File: src/rtl/scsi_lane_parity.sv
module scsi_lane_parity #(
  parameter int LANES  = 2,
  parameter int LANE_W = 8
) (
  input  logic                    clk,
  input  logic                    rst_n,
  input  logic [LANES*LANE_W-1:0] tx_data,
  output logic [LANES-1:0]        tx_par,
  input  logic [LANES*LANE_W-1:0] rx_data,
  input  logic [LANES-1:0]        rx_par,
  input  logic                    rx_strobe,
  output logic [LANES-1:0]        par_level,
  output logic [LANES-1:0]        latch_par,
  input  logic                    cfg_check_en,
  input  logic                    cfg_send_even,
  input  logic                    cfg_mstr_chk_en,
  input  logic                    cfg_irq_en_rx,
  input  logic                    cfg_irq_en_mdpe,
  input  logic                    is_master,
  input  logic                    data_phase,
  input  logic                    tgt_perr,
  input  logic                    status_clr,
  output logic                    rx_perr,
  output logic                    mdpe,
  output logic                    irq
);
  logic [LANES-1:0] tx_odd, rx_odd, lane_bad;
  logic             rx_hit, mdpe_hit;

  for (genvar i = 0; i < LANES; i++) begin : g_lane
    assign tx_odd[i] = ~^tx_data[i*LANE_W +: LANE_W];
    assign rx_odd[i] = ~^rx_data[i*LANE_W +: LANE_W];
  end

  assign tx_par    = cfg_send_even ? ~tx_odd : tx_odd;
  assign par_level = rx_par;
  assign lane_bad  = rx_par ^ rx_odd;
  assign rx_hit    = rx_strobe & cfg_check_en & (|lane_bad);
  assign mdpe_hit  = is_master & data_phase & tgt_perr & cfg_mstr_chk_en;

  always_ff @(posedge clk) begin
    if (!rst_n) begin
      latch_par <= '0;
      rx_perr   <= 1'b0;
      mdpe      <= 1'b0;
      irq       <= 1'b0;
    end else begin
      if (rx_strobe) latch_par <= rx_odd;
      rx_perr <= rx_hit   | (rx_perr & ~status_clr);
      mdpe    <= mdpe_hit | (mdpe    & ~status_clr);
      irq     <= (rx_perr & cfg_irq_en_rx) | (mdpe & cfg_irq_en_mdpe);
    end
  end
endmodule

File: config.mk
export PLATFORM = sky130hd
export DESIGN_NAME = scsi_lane_parity
export DESIGN_NICKNAME = d
export VERILOG_FILES = /design/src/rtl/scsi_lane_parity.sv
export SDC_FILE = /design/constraint.sdc
export NUM_CORES = 1
export LEC_CHECK = 0
export ABC_CLOCK_PERIOD_IN_PS = 2300
export BUFFER_PORTS_ARGS = -buffer_cell sky130_fd_sc_hd__buf_2
export CAP_MARGIN = 20
export CORE_MARGIN = 3
export CORE_UTILIZATION = 35
export DETAILED_ROUTE_END_ITERATION = 8
export PLACE_DENSITY = 0.82
export SLEW_MARGIN = 20
export SYNTH_ARGS = -nofsm -noshare
export SYNTH_HDL_FRONTEND = slang
export SYNTH_SLANG_ARGS = --single-unit
File: constraint.sdc
create_clock -name clk -period 2.3 [get_ports clk]
set_clock_uncertainty 0.15 [all_clocks]
set_input_delay 0.115 -clock clk [delete_from_list [all_inputs] [get_ports clk]]
set_output_delay 0.115 -clock clk [all_outputs]
set_load 0.05 [all_outputs]
==> run_summary.xml, run 1 <==
<?xml version="1.0" encoding="UTF-8"?>
<metrics>
  <group name="power_and_ir_drop">
    <metric name="peakVddDrop" unit="V">0.000341</metric>
    <metric name="power.density" unit="nW/µm²">615</metric>
    <metric name="leakage" unit="µW">0.000423</metric>
    <metric name="finalPower" unit="µW">529</metric>
  </group>
  <group name="setup_path">
    <metric name="critical_path.cell_chain" unit="">buf_2, xnor2_1, xnor2_1, xnor3_1, o2111ai_1, nand2_1, dlygate4sd3_1</metric>
    <metric name="cp_slowest_stage_delay" unit="ps">560</metric>
    <metric name="rrSetupSlack" unit="ps">940</metric>
    <metric name="path_delay_family" unit="">XOR/XNOR gates</metric>
    <metric name="crit_type" unit="">in -&gt; reg</metric>
    <metric name="worstReg2RegStart" unit="">rx_perr</metric>
    <metric name="path_common_cell" unit="">sky130_fd_sc_hd__xnor2_1</metric>
    <metric name="cp_num_buf_inv" unit="">2</metric>
    <metric name="worstSetupPathDepth" unit="">7</metric>
    <metric name="largest_fanout_on_the_critical_path" unit="">2</metric>
    <metric name="startpoint" unit="">rx_data[7]</metric>
    <metric name="critical_path.endpoint" unit="">rx_perr</metric>
    <metric name="required_time_reported_for_the_critical_path_endpoint" unit="ps">2270</metric>
    <metric name="timing.critical_path.arrival" unit="ps">1820</metric>
    <metric name="worst_setup_path_start_kind" unit="">primary input</metric>
    <metric name="worstSetupEndpointType" unit="">flop</metric>
    <metric name="worst_path_max_delay_cell" unit="">sky130_fd_sc_hd__dlygate4sd3_1</metric>
    <metric name="r2r.worst_path.cells" unit="">3</metric>
    <metric name="worst_r2r_endpoint" unit="">irq</metric>
  </group>
  <group name="floorplanning">
    <metric name="io_pins" unit="">55</metric>
    <metric name="die_height" unit="µm">44.1</metric>
    <metric name="fp.coreArea" unit="µm²">1330</metric>
    <metric name="initial_core_util" unit="%">38.2</metric>
    <metric name="std_cell_rows" unit="">13</metric>
    <metric name="chipWidth" unit="µm">44.1</metric>
    <metric name="floorplan.die_area" unit="µm²">1950</metric>
  </group>
  <group name="final_layout">
    <metric name="post_route_cells_drive_above_1_share" unit="%">50.9</metric>
    <metric name="ant_diodes" unit="">0</metric>
    <metric name="stdcell_count" unit="">127</metric>
    <metric name="area.sequential" unit="µm²">100</metric>
    <metric name="multiInputGateArea" unit="µm²">394</metric>
    <metric name="layout.nets" unit="">159</metric>
    <metric name="layout.filler_cells" unit="">120</metric>
    <metric name="syn_to_final_growth" unit="%">68.8</metric>
    <metric name="fin_area" unit="µm²">860</metric>
  </group>
  <group name="synth">
    <metric name="synth_area_per_cell" unit="µm²">9.99</metric>
    <metric name="mappedNetlistNets" unit="">97</metric>
    <metric name="mappedNetlistArea" unit="µm²">509</metric>
    <metric name="yosysWarningCount" unit="">0</metric>
    <metric name="synth-seq-area-share" unit="%">19.7</metric>
    <metric name="post_synthesis_instance_total" unit="">51</metric>
    <metric name="postSynthRegisterBits" unit="">5</metric>
    <metric name="ys_types" unit="">14</metric>
  </group>
  <group name="sta">
    <metric name="slew-limit-headroom" unit="%">80.6</metric>
    <metric name="final_critical_path_setup_slack" unit="ps">455</metric>
    <metric name="setup_viol_count_final" unit="">0</metric>
    <metric name="timing.final.crit_share" unit="%">80.2</metric>
    <metric name="setup_total_negative_slack" unit="ps">0</metric>
    <metric name="rsz0062_at_grt" unit="">no</metric>
    <metric name="timing_hold_violations_final" unit="">0</metric>
    <metric name="final_max_slew_viol_count" unit="">0</metric>
    <metric name="max_freq" unit="MHz">542</metric>
    <metric name="tightestPinTransition" unit="ps">289</metric>
    <metric name="finalCriticalPeriod" unit="ps">1850</metric>
  </group>
  <group name="routing">
    <metric name="ant_nets" unit="">0</metric>
    <metric name="dr_total_vias" unit="">563</metric>
    <metric name="first_iter_violations" unit="">3</metric>
    <metric name="detail_route.first_pass.iterations" unit="">2</metric>
    <metric name="drt-total-wl" unit="µm">1420</metric>
    <metric name="routed_wire_length_per_instance" unit="µm">11.2</metric>
    <metric name="routed_via_density" unit="">4.43</metric>
    <metric name="drcViolationCount" unit="">0</metric>
  </group>
  <group name="cts">
    <metric name="clock_sink_count" unit="">5</metric>
    <metric name="cts.reportedPaths.clkPinSlew" unit="ps">40</metric>
    <metric name="clock_tree_from_tritoncts" unit="">yes</metric>
    <metric name="ctsRootBufferMaster" unit="">sky130_fd_sc_hd__clkbuf_4</metric>
    <metric name="clk-insertion-delay-late" unit="ps">240</metric>
    <metric name="cts_max_path_buffers" unit="">2</metric>
    <metric name="clock_tree.htree_level_count" unit="">1</metric>
    <metric name="cts_buffers" unit="">3</metric>
  </group>
  <group name="placed_design">
    <metric name="placedCellCount" unit="">118</metric>
    <metric name="detailed_place_hpwl" unit="µm">1180</metric>
    <metric name="buffer_ports.inserted" unit="">54</metric>
    <metric name="placed_cell_area" unit="µm²">783</metric>
    <metric name="gpl.final_weighted_congestion" unit="">0.584</metric>
    <metric name="place_ws" unit="ps">740</metric>
  </group>
  <group name="grt">
    <metric name="globalRoute.totalOverflow" unit="">0</metric>
    <metric name="antenna_found_initial" unit="">0</metric>
    <metric name="grt_pass1_vias" unit="">574</metric>
    <metric name="grt_first_pass_wirelength" unit="µm">2230</metric>
    <metric name="grt_usage" unit="%">16.1</metric>
    <metric name="maximum_number_of_pins_on_one_net_before_global_route_repair" unit="">7</metric>
  </group>
  <group name="status">
    <metric name="status" unit="">complete, no violations</metric>
  </group>
  <group name="run">
    <metric name="timing.max_cap.violations" unit="">0</metric>
  </group>
  <group name="hold_path">
    <metric name="worst_hold_path_type" unit="">in -&gt; reg</metric>
  </group>
</metrics>
-- flip-flops by register name, summed over array words and instances (netlist names) --
| signal | count |
|---|---|
| mdpe | 1 |
| rx_perr | 1 |
| irq | 1 |
| latch_par | 2 |
-- synthesized netlist by cell type (all sizes together) --
| master | number | area [µm²] |
|---|---|---|
| o2111ai | 1 | 8.76 |
| nand3b | 1 | 7.51 |
| a22oi | 1 | 7.51 |
| xor2 | 2 | 17.5 |
| xnor3 | 2 | 45.0 |
| buf | 2 | 15.0 |
| nand2 | 1 | 3.75 |
| nor2b | 3 | 18.8 |
| a21boi | 1 | 7.51 |
| nand4 | 1 | 6.26 |
| mux2i | 2 | 20.0 |
| xnor2 | 28 | 245 |
| dfxtp | 5 | 100 |
| nand2b | 1 | 6.26 |
-- worst min-delay path by stage --
stage	from	end	slack (ps)	depth (start not counted)
6_report	rst_n	irq	6	2
5_1_grt	rst_n	irq	10	2
4_1_cts	cfg_mstr_chk_en	mdpe	7	3
3_5_place_dp	cfg_irq_en_mdpe	irq	230	3
3_3_place_gp	cfg_check_en	rx_perr	220	3
2_1_floorplan	rst_n	latch_par[0]	90	1
-- cells by family after synthesis --
kind of cell | after synthesis | synth area share, %
AO/OA/AOI/OAI | 3 | 4.67
XOR/XNOR | 32 | 60.4
buffers and inverters | 2 | 2.95
flip-flops | 5 | 19.7
multiplexers | 2 | 3.93
AND/OR/NAND/NOR | 7 | 8.36
-- final cells by class --
cell class / count / share of cell area [%]
Clock buffer: 4 / 3.06
Multi-Input combinational cell: 44 / 45.9
Sequential cell: 5 / 11.6
Tap cell: 15 / 2.18
Timing Repair Buffer: 59 / 37.3
-- metal layers --
metal,part of all wire [%],track usage (%),up-vias
li1,-,-,286
met1,30,13.1,258
met2,62,32.8,19
met3,8.2,8.54,0
met4,0,3.61,0
met5,0,0,-
-- cells in the final DEF (no fill, tap or decap) --
master                          count
sky130_fd_sc_hd__buf_2             54
sky130_fd_sc_hd__xnor2_1           28
sky130_fd_sc_hd__dlygate4sd3_1      5
sky130_fd_sc_hd__dfxtp_1            5
sky130_fd_sc_hd__nor2b_1            3
sky130_fd_sc_hd__clkbuf_4           3
sky130_fd_sc_hd__xor2_1             2
sky130_fd_sc_hd__mux2i_1            2
sky130_fd_sc_hd__xnor3_1            2
sky130_fd_sc_hd__o2111ai_1          1
sky130_fd_sc_hd__nand3b_1           1
sky130_fd_sc_hd__nand2_1            1
sky130_fd_sc_hd__nand2b_1           1
sky130_fd_sc_hd__nand4_1            1
sky130_fd_sc_hd__a21boi_0           1
sky130_fd_sc_hd__a22oi_1            1
sky130_fd_sc_hd__clkbuf_1           1
-- metrics by stage --
step | utilization (%) | hold WS, ps
after global placement | 58.7 | 220
after detailed placement | 58.7 | 227
after global routing | 64.4 | 10.2
after floorplan | - | 93.2
final | 64.4 | 6.16
after CTS | 64.4 | 6.97
-- what timing repair did --
item	in CTS	in global routing
hold buffers	5	0
buffers inserted	0	0
gates resized for setup	0	0
endpoints found under the hold margin	3	0
-- power by group --
group	switching (µW)	total, µW	leakage, µW	internal (µW)
combinational	181	324	0.000367	143
sequential	4.68	102	0.0000409	96.9
clock	37.7	103	0.0000150	65.7
(Power assumes the default switching activity.)
==> run 2: changes to the inputs <==
Settings changed: ABC_CLOCK_PERIOD_IN_PS 2300 to 1800, CORE_UTILIZATION 35 to 33, PLACE_DENSITY 0.82 to 0.78.
Clock period 2.3 ns to 1.8 ns, I/O delays scaled along.
==> run_summary.xml, run 2 (synthesis results as in run 1) <==
<?xml version="1.0" encoding="UTF-8"?>
<metrics>
  <group name="final_layout">
    <metric name="syn_to_final_growth" unit="%">72.7</metric>
    <metric name="final_cell_mix" unit="">sky130_fd_sc_hd__buf_2, sky130_fd_sc_hd__xnor2_1, sky130_fd_sc_hd__dlygate4sd3_1</metric>
    <metric name="stdcell_count" unit="">129</metric>
    <metric name="ant_diodes" unit="">0</metric>
    <metric name="post_route_cells_drive_above_1_share" unit="%">50.0</metric>
    <metric name="layout.nets" unit="">161</metric>
    <metric name="mostFrequentLayoutCell" unit="">sky130_fd_sc_hd__buf_2</metric>
    <metric name="largest_register" unit="">latch_par</metric>
    <metric name="fin_area" unit="µm²">880</metric>
    <metric name="layout.filler_cells" unit="">130</metric>
    <metric name="largest_register_ffs" unit="">2</metric>
  </group>
  <group name="sta">
    <metric name="slew-limit-headroom" unit="%">79.8</metric>
    <metric name="max_freq" unit="MHz">649</metric>
    <metric name="setup_total_negative_slack" unit="ps">0</metric>
    <metric name="rsz0062_at_grt" unit="">no</metric>
    <metric name="setup_viol_count_final" unit="">0</metric>
    <metric name="timing.final.crit_share" unit="%">85.6</metric>
    <metric name="final_max_slew_viol_count" unit="">0</metric>
    <metric name="timing_hold_violations_final" unit="">0</metric>
    <metric name="tightestPinTransition" unit="ps">301</metric>
    <metric name="finalCriticalPeriod" unit="ps">1540</metric>
  </group>
  <group name="placed_design">
    <metric name="detailed_place_hpwl" unit="µm">1230</metric>
    <metric name="gpl.final_weighted_congestion" unit="">0.655</metric>
    <metric name="placedCellCount" unit="">118</metric>
    <metric name="placed_cell_area" unit="µm²">783</metric>
    <metric name="buffer_ports.inserted" unit="">54</metric>
  </group>
  <group name="floorplanning">
    <metric name="fp.coreArea" unit="µm²">1370</metric>
    <metric name="floorplan.die_area" unit="µm²">2050</metric>
    <metric name="io_pins" unit="">55</metric>
    <metric name="die_height" unit="µm">45.3</metric>
    <metric name="initial_core_util" unit="%">37.3</metric>
    <metric name="chipWidth" unit="µm">45.3</metric>
    <metric name="std_cell_rows" unit="">13</metric>
  </group>
  <group name="cts">
    <metric name="clk-insertion-delay-late" unit="ps">230</metric>
    <metric name="cts_max_path_buffers" unit="">2</metric>
    <metric name="clock_tree.htree_level_count" unit="">1</metric>
    <metric name="cts.reportedPaths.clkPinSlew" unit="ps">40</metric>
    <metric name="ctsRootBufferMaster" unit="">sky130_fd_sc_hd__clkbuf_4</metric>
    <metric name="clock_sink_count" unit="">5</metric>
    <metric name="clock_tree_from_tritoncts" unit="">yes</metric>
    <metric name="cts_buffers" unit="">3</metric>
  </group>
  <group name="power_and_ir_drop">
    <metric name="power.density" unit="nW/µm²">762</metric>
    <metric name="peakVddDrop" unit="V">0.000392</metric>
    <metric name="leakage" unit="µW">0.000427</metric>
  </group>
  <group name="routing">
    <metric name="detail_route.first_pass.iterations" unit="">4</metric>
    <metric name="routed_via_density" unit="">4.40</metric>
    <metric name="drt-total-wl" unit="µm">1440</metric>
    <metric name="drcViolationCount" unit="">0</metric>
    <metric name="first_iter_violations" unit="">2</metric>
    <metric name="routed_wire_length_per_instance" unit="µm">11.1</metric>
    <metric name="ant_nets" unit="">0</metric>
    <metric name="dr_total_vias" unit="">567</metric>
  </group>
  <group name="setup_path">
    <metric name="required_time_reported_for_the_critical_path_endpoint" unit="ps">1780</metric>
    <metric name="rrSetupSlack" unit="ps">440</metric>
    <metric name="startpoint" unit="">cfg_irq_en_mdpe</metric>
    <metric name="timing.critical_path.arrival" unit="ps">1520</metric>
    <metric name="worst_setup_path_start_kind" unit="">primary input</metric>
    <metric name="r2r.worst_path.cells" unit="">3</metric>
    <metric name="worst_r2r_endpoint" unit="">irq</metric>
    <metric name="worstSetupEndpointType" unit="">flop</metric>
    <metric name="crit_type" unit="">in -&gt; reg</metric>
    <metric name="largest_fanout_on_the_critical_path" unit="">1</metric>
    <metric name="worstReg2RegStart" unit="">rx_perr</metric>
    <metric name="critical_path.endpoint" unit="">irq</metric>
  </group>
  <group name="grt">
    <metric name="maximum_number_of_pins_on_one_net_before_global_route_repair" unit="">7</metric>
    <metric name="globalRoute.totalOverflow" unit="">0</metric>
    <metric name="grt_pass1_vias" unit="">612</metric>
    <metric name="grt_usage" unit="%">14.9</metric>
    <metric name="antenna_found_initial" unit="">0</metric>
    <metric name="grt_first_pass_wirelength" unit="µm">2260</metric>
  </group>
  <group name="status">
    <metric name="status" unit="">complete, no violations</metric>
  </group>
  <group name="run">
    <metric name="timing.max_cap.violations" unit="">0</metric>
  </group>
  <group name="hold_path">
    <metric name="worst_hold_path_type" unit="">in -&gt; reg</metric>
  </group>
</metrics>
==> run 2: layout make-up <==
cell class | instances | area (µm²) | area share, %
Multi-Input combinational cell | 44 | 394 | 44.8
Timing Repair Buffer | 61 | 340 | 38.7
Sequential cell | 5 | 100 | 11.4
Clock buffer | 4 | 26.3 | 2.99
Tap cell | 15 | 18.8 | 2.13
==> run 2: how the worst min path moves through the flow <==
stage                            start      endpoint  slack [ps]  cells past startpoint
final                        rx_strobe       rx_perr          20                      3
after CTS                    rx_strobe       rx_perr          20                      3
after detailed placement    status_clr       rx_perr         210                      3
after global placement    cfg_check_en       rx_perr         200                      3
after floorplan                  rst_n  latch_par[0]          70                      1
after global routing         rx_strobe       rx_perr          40                      3
==> run 2: stage by stage <==
| step | hold WS, ps | utilization, % | total power, µW | setup slack [ps] |
|---|---|---|---|---|
| 6_report | 22.3 | 64.4 | 670 | 259 |
| 5_1_grt | 35.8 | 64.4 | 718 | 208 |
| 4_1_cts | 24.0 | 64.4 | 680 | 317 |
| 3_5_place_dp | 212 | 57.3 | 539 | 291 |
| 3_3_place_gp | 199 | 57.3 | 532 | 318 |
| 2_1_floorplan | 68.2 | - | 434 | 223 |
==> run 2: power breakdown <==
group | switching (µW) | internal [µW]
Clock | 41.5 | 83.5
Sequential | 6.47 | 124
Combinational | 232 | 183
==> run 2: critical path, cell delays in order <==
cell and delay, ps:
sky130_fd_sc_hd__dlygate4sd3_1 550, sky130_fd_sc_hd__buf_2 130, sky130_fd_sc_hd__a22oi_1 120, sky130_fd_sc_hd__dlygate4sd3_1 580, sky130_fd_sc_hd__nor2b_1 50
==> run 2: layer usage <==
| layer | global-route usage [%] | wire (µm) |
|---|---|---|
| met5 | 0 | 0 |
| met4 | 3.51 | 0 |
| met3 | 1.59 | 57 |
| met2 | 34.7 | 961 |
| met1 | 12.0 | 419 |
==> run 2: what timing repair did <==
| item | in CTS | in global routing |
|---|---|---|
| setup buffers | 0 | 0 |
| hold buffers | 7 | 0 |
| endpoints found under the hold margin | 5 | 0 |
| gates resized for setup | 0 | 0 |
==> run 3: changes to the inputs <==
Settings changed: RECOVER_POWER set to 100.
==> run_summary.xml, run 3 (synthesis results as in run 1) <==
<?xml version="1.0" encoding="UTF-8"?>
<metrics>
  <group name="cts">
    <metric name="ctsRootBufferMaster" unit="">sky130_fd_sc_hd__clkbuf_4</metric>
    <metric name="cts.reportedPaths.clkPinSlew" unit="ps">40</metric>
    <metric name="clk-insertion-delay-late" unit="ps">230</metric>
    <metric name="cts_setup_buffers" unit="">0</metric>
    <metric name="cts_buffers" unit="">3</metric>
    <metric name="clock_tree.htree_level_count" unit="">1</metric>
    <metric name="cts_max_path_buffers" unit="">2</metric>
    <metric name="clock_sink_count" unit="">5</metric>
    <metric name="clock_tree_from_tritoncts" unit="">yes</metric>
  </group>
  <group name="setup_path">
    <metric name="critical_path.cell_chain" unit="">buf_2, xnor2_1, xnor2_1, xnor2_1, xnor2_1, clkbuf_1</metric>
    <metric name="largest_fanout_on_the_critical_path" unit="">1</metric>
    <metric name="path_common_cell" unit="">sky130_fd_sc_hd__xnor2_1</metric>
    <metric name="crit_type" unit="">in -&gt; out</metric>
    <metric name="worstSetupEndpointType" unit="">output pin</metric>
    <metric name="path_delay_family" unit="">XOR/XNOR gates</metric>
    <metric name="cp_num_buf_inv" unit="">2</metric>
    <metric name="cp_slowest_stage_delay" unit="ps">480</metric>
    <metric name="worst_setup_path_start_kind" unit="">primary input</metric>
    <metric name="timing.critical_path.arrival" unit="ps">1320</metric>
    <metric name="worst_path_max_delay_cell" unit="">sky130_fd_sc_hd__clkbuf_1</metric>
    <metric name="required_time_reported_for_the_critical_path_endpoint" unit="ps">1560</metric>
  </group>
  <group name="routing">
    <metric name="detail_route.first_pass.iterations" unit="">4</metric>
    <metric name="drcViolationCount" unit="">0</metric>
    <metric name="first_iter_violations" unit="">2</metric>
    <metric name="routed_wire_length_per_instance" unit="µm">11.3</metric>
    <metric name="ant_nets" unit="">0</metric>
    <metric name="dr_total_vias" unit="">567</metric>
    <metric name="routed_via_density" unit="">4.40</metric>
    <metric name="drt-total-wl" unit="µm">1460</metric>
  </group>
  <group name="final_layout">
    <metric name="syn_to_final_growth" unit="%">70.5</metric>
    <metric name="post_route_cells_drive_above_1_share" unit="%">42.1</metric>
    <metric name="layout.nets" unit="">161</metric>
    <metric name="final_cell_mix" unit="">sky130_fd_sc_hd__buf_2, sky130_fd_sc_hd__xnor2_1, sky130_fd_sc_hd__clkbuf_1</metric>
    <metric name="layout.filler_cells" unit="">138</metric>
    <metric name="ant_diodes" unit="">0</metric>
    <metric name="mostFrequentLayoutCell" unit="">sky130_fd_sc_hd__buf_2</metric>
    <metric name="largest_register_ffs" unit="">2</metric>
    <metric name="largest_register" unit="">latch_par</metric>
  </group>
  <group name="sta">
    <metric name="finalHoldWorstSlack" unit="ps">24.4</metric>
    <metric name="final_max_slew_viol_count" unit="">0</metric>
    <metric name="setup_viol_count_final" unit="">0</metric>
    <metric name="rsz0062_at_grt" unit="">no</metric>
    <metric name="final_critical_path_setup_slack" unit="ps">235</metric>
    <metric name="max_freq" unit="MHz">639</metric>
    <metric name="finalCriticalPeriod" unit="ps">1560</metric>
    <metric name="setup_total_negative_slack" unit="ps">0</metric>
    <metric name="timing_hold_violations_final" unit="">0</metric>
    <metric name="slew-limit-headroom" unit="%">59.4</metric>
    <metric name="timing.final.crit_share" unit="%">86.9</metric>
    <metric name="tightestPinTransition" unit="ps">612</metric>
  </group>
  <group name="floorplanning">
    <metric name="chipWidth" unit="µm">45.3</metric>
    <metric name="std_cell_rows" unit="">13</metric>
    <metric name="initial_core_util" unit="%">37.3</metric>
    <metric name="die_height" unit="µm">45.3</metric>
    <metric name="fp.coreArea" unit="µm²">1370</metric>
    <metric name="io_pins" unit="">55</metric>
    <metric name="floorplan.die_area" unit="µm²">2050</metric>
  </group>
  <group name="placed_design">
    <metric name="detailed_place_hpwl" unit="µm">1230</metric>
    <metric name="place_ws" unit="ps">291</metric>
    <metric name="gpl.final_weighted_congestion" unit="">0.655</metric>
    <metric name="buffer_ports.inserted" unit="">54</metric>
  </group>
  <group name="power_and_ir_drop">
    <metric name="leakage" unit="µW">0.000395</metric>
    <metric name="total_switching_power" unit="µW">282</metric>
    <metric name="power.density" unit="nW/µm²">762</metric>
    <metric name="p_int" unit="µW">380</metric>
    <metric name="sw_frac_of_total" unit="%">42.6</metric>
    <metric name="p_clk_share" unit="%">18.9</metric>
    <metric name="seq_power_share" unit="%">19.7</metric>
    <metric name="finalPower" unit="µW">662</metric>
    <metric name="power.combinational.fraction" unit="%">61.3</metric>
    <metric name="peakVddDrop" unit="V">0.000382</metric>
  </group>
  <group name="grt">
    <metric name="grt_usage" unit="%">14.9</metric>
    <metric name="maximum_number_of_pins_on_one_net_before_global_route_repair" unit="">7</metric>
    <metric name="globalRoute.totalOverflow" unit="">0</metric>
    <metric name="grt_first_pass_wirelength" unit="µm">2260</metric>
    <metric name="antenna_found_initial" unit="">0</metric>
    <metric name="grt_pass1_vias" unit="">612</metric>
  </group>
  <group name="status">
    <metric name="status" unit="">complete, no violations</metric>
  </group>
  <group name="run">
    <metric name="timing.max_cap.violations" unit="">0</metric>
  </group>
  <group name="hold_path">
    <metric name="worst_hold_path_type" unit="">in -&gt; reg</metric>
  </group>
</metrics>
-- run 3: final timing paths --
check	startpoint	to	slack, ps	cells past startpoint
setup / recovery	tx_data[15]	tx_par[1]	240	6
hold reg to reg	rx_perr	rx_perr	350	2
hold / removal	rx_strobe	rx_perr	20	3
setup reg to reg	rx_perr	irq	440	3
-- run 3: through the flow --
stage | cell area (µm²) | utilization (%) | cells
finish | 868 | 63.6 | 129
global route | 868 | 63.6 | 129
CTS | 880 | 64.4 | 129
detailed placement | 783 | 57.3 | 118
global placement | 783 | 57.3 | 118
floorplan | 509 | - | 51
-- run 3: final cells by class --
cell class                      instances  area, µm²  area share (%)
Clock buffer                            4       26.3            3.03
Tap cell                               15       18.8            2.16
Multi-Input combinational cell         44        394            45.4
Sequential cell                         5        100            11.5
Timing Repair Buffer                   61        329            37.9
-- run 3: worst reg2reg max path, stage by stage, from the launching register on --
cell and delay, ps:
sky130_fd_sc_hd__dfxtp_1 320, sky130_fd_sc_hd__a22oi_1 160, sky130_fd_sc_hd__dlygate4sd3_1 580, sky130_fd_sc_hd__nor2b_1 50
-- run 3: metal layers --
layer | routed length (µm) | up-vias | track usage, %
met1 | 432 | 260 | 12.0
met2 | 970 | 17 | 34.7
met5 | 0 | - | 0
met3 | 53 | 0 | 1.59
met4 | 0 | 0 | 3.51
li1 | - | 290 | -
-- run 3: repair_timing --
item | in CTS | in global routing
endpoints found under the hold margin | 5 | 0
hold buffers | 7 | 0
setup endpoints to repair | 0 | 0
resized for setup | 0 | 0
-- run 3: power groups by stage --
stage / clock (µW) / sequential (µW) / combinational [µW]
3_5_place_dp: 0 / 132 / 407
6_report: 125 / 131 / 406
3_3_place_gp: 0 / 132 / 400
4_1_cts: 130 / 130 / 420
2_1_floorplan: 0 / 175 / 259
5_1_grt: 138 / 133 / 438
